<file path="src/rtl/mem_parity_guard.sv">
module mem_parity_guard #(
  parameter int DATA_W    = 8,
  parameter int NUM_BANKS = 4
) (
  input  logic                 clk,
  input  logic                 rst_n,
  input  logic                 wr_stb,
  input  logic                 rd_stb,
  input  logic [DATA_W-1:0]    data,
  input  logic [NUM_BANKS-1:0] bank_sel,
  output logic                 par_wr,
  input  logic                 par_rd,
  input  logic                 err_clr,
  output logic [NUM_BANKS-1:0] err_led,
  output logic                 halt
);

  logic                 rd_live;
  logic                 cap_odd;
  logic [NUM_BANKS-1:0] cap_bank;
  logic                 rd_end;
  logic                 fail;

  assign par_wr = ~^data;
  assign rd_end = rd_live & ~(rd_stb & ~wr_stb);
  assign fail   = rd_end & ~cap_odd;

  always_ff @(posedge clk or negedge rst_n) begin
    if (!rst_n) begin
      rd_live  <= 1'b0;
      cap_odd  <= 1'b1;
      cap_bank <= '0;
    end else begin
      rd_live <= rd_stb & ~wr_stb;
      if (rd_stb && !wr_stb) begin
        cap_odd  <= ^{data, par_rd};
        cap_bank <= bank_sel;
      end
    end
  end

  always_ff @(posedge clk or negedge rst_n) begin
    if (!rst_n) begin
      halt    <= 1'b0;
      err_led <= '0;
    end else if (err_clr) begin
      halt    <= 1'b0;
      err_led <= '0;
    end else if (fail && !halt) begin
      halt    <= 1'b1;
      err_led <= cap_bank;
    end
  end

endmodule


</file>
<file path="config.mk">
export PLATFORM = sky130hd
export DESIGN_NAME = mem_parity_guard
export DESIGN_NICKNAME = d
export VERILOG_FILES = /design/src/rtl/mem_parity_guard.sv
export SDC_FILE = /design/constraint.sdc
export NUM_CORES = 1
export LEC_CHECK = 0
export ABC_AREA = 1
export BUFFER_PORTS_ARGS = -buffer_cell sky130_fd_sc_hd__buf_2
export CORE_MARGIN = 3
export CORE_UTILIZATION = 48
export CTS_CLUSTER_DIAMETER = 150
export CTS_CLUSTER_SIZE = 28
export DETAILED_ROUTE_END_ITERATION = 8
export GPL_ROUTABILITY_DRIVEN = 0
export PLACE_DENSITY = 0.78
export SYNTH_ARGS = -nofsm -noshare
export SYNTH_HDL_FRONTEND = slang
export SYNTH_SLANG_ARGS = --single-unit
</file>
<file path="constraint.sdc">
create_clock -name clk -period 1.3 [get_ports clk]
set_input_delay 0 -clock clk [delete_from_list [all_inputs] [get_ports clk]]
set_output_delay 0 -clock clk [all_outputs]
set_load 0.02 [all_outputs]
</file>
# Word-level counts from Yosys, hierarchy flattened
# Cells that the tools add are included.
[totals]
ff_bits = 11
inputBits = 18
out_inout_bits = 6
[op_classes]
muxes = 4
bitwise_logic = 6
n_reduce_logical = 7
[ops]
columns = ["operator", "count"]
rows = [
  ["parity 9 bit", 1],
  ["two-way mux 4 bit", 2],
  ["XNOR reduction 8 bit", 1],
  ["AND 1 bit", 3],
  ["NOT 1 bit", 3],
  ["logical AND 1 bit", 2],
  ["zero test 1 bit", 2],
  ["two-way mux 1 bit", 2],
  ["nonzero test 2 bit", 1],
]

# Logic depth before layout (Yosys ltp)
# Gate-level depths: netlist of the first run.
[logic_depth]
depth_word = 8
depth_mapped = 9

# Worst setup path after synthesis of the first run
# OpenSTA, ideal clock, no wires.
[synth_timing]
path_type = "register -> register"
startpoint = "register halt"
endpoint = "register err_led[0]"
setup_time_ns = 0.074
arrival_ns = 0.870
required_time_ns = 1.226
setup_slack_ns = 0.356
path_stages_with_launch = 6
cell_sequence = "dfrtp_1 -> inv_2 -> nand3_4 -> nand2_4 -> nand2_4 -> o21ai_2"
[synth_via]
elab_chain_len = 3
[synth_rtl]
columns = ["element", "line_no", "text"]
rows = [
  ["from (decl)", "15", "output logic halt"],
  ["from (signal assigned)", "44", "halt <= 1'b0;"],
  ["from (signal assigned)", "47", "halt <= 1'b0;"],
  ["from (signal assigned)", "50", "halt <= 1'b1;"],
  ["zero test 1 bit", "49", "end else if (fail && !halt) begin"],
  ["logical AND 1 bit", "49", ""],
  ["nonzero test 2 bit (no line)", "n/a", ""],
  ["to (signal assigned)", "51", "err_led <= cap_bank;"],
  ["to (decl)", "14", "output logic [NUM_BANKS-1:0] err_led,"],
]
# Every way passes these cells.
# A chain may end at the register's enable or synchronous reset.

# Worst setup path after layout of the first run
[layout_timing]
startpoint = "register cap_odd"
endpoint = "register err_led[0]"
[layout_via]
elab_chain_len = 4
[layout_rtl]
columns = ["element", "line_no", "text"]
rows = [
  ["from (decl)", "19", "logic cap_odd;"],
  ["from (signal assigned)", "36", "cap_odd <= ^{data, par_rd};"],
  ["NOT 1 bit", "26", "assign fail = rd_end & ~cap_odd;"],
  ["AND 1 bit", "26", ""],
  ["logical AND 1 bit", "49", ""],
  ["nonzero test 2 bit (no line)", "n/a", ""],
]
# Every way passes these cells.

==> results of run 1 <==
[synth_stat cells, drive strengths merged]
cell,instances,area [um2]
a21oi,2,13.76
dfrtp,10,250.2
dfstp,1,26.28
inv,17,71.31
nand2,29,123.9
nand3,10,72.57
nor2,7,33.78
o21ai,6,41.29
or2,1,8.760
xnor2,5,43.79
xor2,2,17.52
[registers in the layout, indices dropped and copies added (netlist names)]
| name | flops |
|---|---|
| cap_bank | 4 |
| cap_odd | 1 |
| err_led | 4 |
| halt | 1 |
| rd_live | 1 |
[repair_timing]
action / in CTS / in global routing
hold buffers: 6 / 0
endpoints found under the hold margin: 16 / 0
resized for setup: 0 / 0
[worst max path at each step]
| stage | startpoint | to | slack (ns) |
|---|---|---|---|
| final | cap_odd$_DFFE_PN1P_ | err_led[0]$_DFFE_PN0P_ | 0.33 |
| after global routing | cap_odd$_DFFE_PN1P_ | err_led[0]$_DFFE_PN0P_ | 0.28 |
| after CTS | cap_odd$_DFFE_PN1P_ | err_led[0]$_DFFE_PN0P_ | 0.31 |
| after detailed placement | cap_odd$_DFFE_PN1P_ | err_led[0]$_DFFE_PN0P_ | 0.33 |
| after global placement | cap_odd$_DFFE_PN1P_ | err_led[2]$_DFFE_PN0P_ | 0.35 |
| after floorplan | halt$_DFFE_PN0P_ | err_led[0]$_DFFE_PN0P_ | 0.36 |
[cell families after synthesis]
kind of cell | Yosys count | share of synthesized area, %
simple gates | 47 | 33.99
buf+inv | 17 | 10.14
flops | 11 | 39.32
compound gates | 8 | 7.829
xor+xnor | 7 | 8.719
[power by group through the flow]
stage               sequential, mW  clock [mW]  combinational (mW)
finish                       0.405       0.226               0.291
global route                 0.409       0.246               0.323
CTS                          0.406       0.233               0.295
detailed placement           0.412           0               0.280
global placement             0.410           0               0.271
floorplan                    0.430           0               0.169
[routing by layer]
layer | wire, um | global-route usage [%]
met5 | 0 | 0
met4 | 9 | 5.422
met3 | 36 | 2.439
met2 | 723 | 31.69
met1 | 550 | 14.91
[worst max-delay path: stages, from the launching register on]
cell and delay (ns):
dfstp_2 0.54, nor2_4 0.05, nand3_4 0.09, nand2_4 0.07
nand2_4 0.07, o21ai_2 0.05
[through the flow]
| stage | instances | cell area (um2) | power, mW | setup slack [ns] |
|---|---|---|---|---|
| 2_1_floorplan | 90 | 703.2 | 0.5985 | 0.3558 |
| 3_5_place_dp | 128 | 837.1 | 0.6926 | 0.3274 |
| 5_1_grt | 138 | 923.4 | 0.9777 | 0.2847 |
| 4_1_cts | 138 | 923.4 | 0.9333 | 0.3116 |
| 6_report | 138 | 923.4 | 0.9219 | 0.3252 |
| 3_3_place_gp | 128 | 837.1 | 0.6816 | 0.3530 |
[final cells by class]
class                           instances  area share (%)
Multi-Input combinational cell         62           38.48
Timing Repair Buffer                   29           18.97
Inverter                               17           7.724
Sequential cell                        11           29.95
Tap cell                               15           2.033
Clock buffer                            4           2.846
==> run metrics, run 1 <==
status complete, no violations; fin crit period 0.9748 ns; worst-skew pair later-pin latency 0.26 ns; # rows 13; first-pass iteration count of the detailed router 4; Port Buffers 23; Seq. cell area 276.5 um2; Net Switching 0.2941 mW; max cap viols 0; ANT nets after route 0; largest net degree at the start of global routing 12; vias in the first global route 605; Worst Path Max Fanout 6; FF-to-FF path depth 5; Synth Warn # 0; register area share after synthesis 39.32%; Crit path required time 1.45 ns; Post-CTS Setup Inserts 0; Gate power share 31.5%; Boundary Pins 24; Setup crit start kind flip-flop; most frequent cells in the layout nand2_1, buf_2, inv_1, dfrtp_1, nand3_1; Initial Utilization 52.72%; RSZ-0062 raised after global routing false; Area Growth Syn to Fin 31.32%; dpl hpwl 1058 um; H-Tree Level Count 1; Multi-input gate area 355.3 um2; period utilisation layout 74.99%; fin. max-slew vios 0; Ant. Diodes 0; RR Endpoint err_led[0]$_DFFE_PN0P_; Hold Crit Start wr_stb; Flop pwr share 44.0%; mapped cell area 703.2 um2; DR vias 625; Die X 44.28 um; Remaining DRCs 0; vias per cell 4.529; TritonCTS clock tree yes; FMAX 1026 MHz; total die area 1960 um2; hold_ws 0.04257 ns; Setup Viol. Count Final 0; worst slew pin tran 0.2392 ns; Hold EP rd_live$_DFF_PN0_; WP data arrival 1.12 ns; DR WL/cell 9.565 um; reg-to-reg slack, setup 0.33 ns; first-pass GRT wire length 2228 um; Cell Int Power 0.6279 mW; clock buffer depth 2; Clock Skew 0.003373 ns; Initial DRC Count 2; synth unique cells 19; clock power share 24.5%; CTS Buf Count 3; Gate Count Post-Synth 90; Pleak 0.5197 nW; layout cells sized above 1 34.96%; Chip Height 44.28 um; leading cell type in the layout, fill and taps excluded nand2_1; Post-Route Setup TNS 0 ns; Peak VDD IR 0.0007114 V; Mean Syn Cell Area 7.813 um2; Hold Fails Final Rpt 0; PwrDens 998.4 nW/um2; sw frac 31.90%; final net count 142; gr ovfl total 0; hold depth 3; CTS sink count 11; fill cell count 117; class of the worst hold path primary input to flip-flop; Clk Tree Root Cell clkbuf_4; Seq cells post-synth 11; Finished Core Util 69.23%; critical path endpoint category flip-flop; Crit Reg-Reg Startpoint cap_odd$_DFFE_PN1P_; clk slew on worst S/H paths 0.07 ns; slew margin rel. 84.05%; Net Count, Synth 108; initial antenna violation count 0; CORE AREA 1334 um2; Setup CP Type flip-flop to flip-flop; routed wire length 1320 um; gr usage total 15.42%
Power figures use the tool's default switching activity.
==> run 2: changes to the inputs <==
Settings changed: CORE_UTILIZATION 48 to 43, PLACE_DENSITY 0.78 to 0.74.
Clock period 1.3 ns to 0.8 ns, I/O delays scaled along.
==> run metrics, run 2 (synthesis gave the netlist of run 1 again) <==
status complete, but fails checks; violated checks setup timing; crit path launch cap_odd$_DFFE_PN1P_; gr ovfl total 0; Multi-input gate area 374.1 um2; worst slew pin tran 0.2480 ns; Boundary Pins 24; Worst Path Max Fanout 6; RSZ-0062 raised after global routing true; Clock Skew 0.007775 ns; Remaining DRCs 0; fin. max-slew vios 0; Crit path required time 0.97 ns; Die X 46.44 um; layout cells sized above 1 42.42%; cell area after layout 1051 um2; Area after DPL 853.3 um2; Seq. cell area 277.8 um2; met2 usage 34.62%; Ant. Diodes 0; Pleak 0.5792 nW; FMAX 1018 MHz; fin crit period 0.9821 ns; gr usage total 18.70%; Hold Crit Start wr_stb; clock buffer depth 2; M1 GR Usage 18.55%; Setup Viol. Count Final 11; CORE AREA 1415 um2; # rows 13; PwrDens 1610 nW/um2; first-pass GRT wire length 2725 um; dpl hpwl 1247 um; fin worst setup slack -0.1821 ns; class of the worst hold path primary input to flip-flop; max cap viols 0; GRT met3 Usage 5.859%; Crit Reg-Reg Startpoint cap_odd$_DFFE_PN1P_; WP data arrival 1.15 ns; Area Growth Syn to Fin 49.47%; most frequent cells in the layout nand2_1, buf_2, inv_1, buf_4, dfrtp_1; Setup crit start kind flip-flop; top flop regs cap_bank x4, err_led x4; worst-skew pair later-pin latency 0.28 ns; TritonCTS clock tree yes; slew margin rel. 83.47%; Initial Utilization 49.69%; CTS Buf Count 3; leading cell type in the layout, fill and taps excluded nand2_1; H-Tree Level Count 1; clk slew on worst S/H paths 0.08 ns; Clk Tree Root Cell clkbuf_4; Hold Fails Final Rpt 0; Initial DRC Count 10; Peak VDD IR 0.001130 V; final net count 151; Chip Height 46.44 um; CTS sink count 11; total die area 2157 um2; first-pass iteration count of the detailed router 4; Finished Core Util 74.27%; vias per cell 4.782; Port Buffers 23; DR vias 703; period utilisation layout 122.8%; initial antenna violation count 0; vias in the first global route 681; fill cell count 112; critical path endpoint category flip-flop; GR peak layer met2; DR WL/cell 11.54 um; Setup CP Type flip-flop to flip-flop; routed wire length 1696 um; largest net degree at the start of global routing 12; ANT nets after route 0
-- run 2: cell types whose count changed in the layout (fill, tap and decap cells not counted), sizes merged --
cell / change
buf: +9
-- run 2: worst paths after layout --
path,end,slack [ns],depth (start not counted)
setup / recovery,err_led[2]$_DFFE_PN0P_,-0.18,5
hold / removal,cap_bank[3]$_DFFE_PN0P_,0.07,4
setup reg to reg,err_led[2]$_DFFE_PN0P_,-0.18,5
hold reg to reg,cap_bank[3]$_DFFE_PN0P_,0.51,2
max in group asynchronous,cap_odd$_DFFE_PN1P_,0.42,2
min in group asynchronous,cap_bank[0]$_DFFE_PN0P_,0.11,2
-- run 2: per-stage QoR --
stage | hold slack, ns | setup slack (ns) | setup TNS (ns) | cells | total power [mW]
floorplan | -0.2956 | -0.1291 | -0.5318 | 90 | 0.9733
finish | 0.06532 | -0.1821 | -1.136 | 147 | 1.692
global route | 0.07659 | -0.2318 | -1.524 | 147 | 1.793
global placement | -0.1228 | -0.1473 | -0.6285 | 130 | 1.118
detailed placement | -0.1189 | -0.1749 | -0.7960 | 130 | 1.142
CTS | 0.07314 | -0.1799 | -1.006 | 142 | 1.611
-- run 2: worst max-delay path, stage by stage (launching register included) --
cell and delay (ns):
dfstp_2 0.55, nor2_4 0.05, nand3_4 0.09, nand2_4 0.07
nand2_4 0.07, o21ai_2 0.05
-- run 2: timing repair --
| item | CTS | global route |
|---|---|---|
| endpoints found under the setup margin | 10 | 12 |
| resized for setup | 12 | 5 |
| setup buffers | 2 | 5 |
| pin swaps | 1 | 1 |
| hold endpoints to repair | 16 | 0 |
| hold buffers | 6 | 0 |
-- run 2: layer usage --
metal  share of wire (%)  wire length (um)
met4                 2.0                34
met3                 5.0                84
met5                   0                 0
met1                  37               635
met2                  56               942
-- run 2: cell type report --
class | instances | area share, %
clock buffer | 4 | 2.500
inverter | 17 | 6.786
multi-input combinational | 62 | 35.60
sequential | 11 | 26.43
tap | 15 | 1.786
timing repair buffer | 38 | 26.90
-- run 2: report_power, final --
| part | total [mW] | switching [mW] | internal (mW) |
|---|---|---|---|
| Sequential | 0.670 | 0.0425 | 0.628 |
| Clock | 0.399 | 0.206 | 0.194 |
| Combinational | 0.622 | 0.308 | 0.315 |
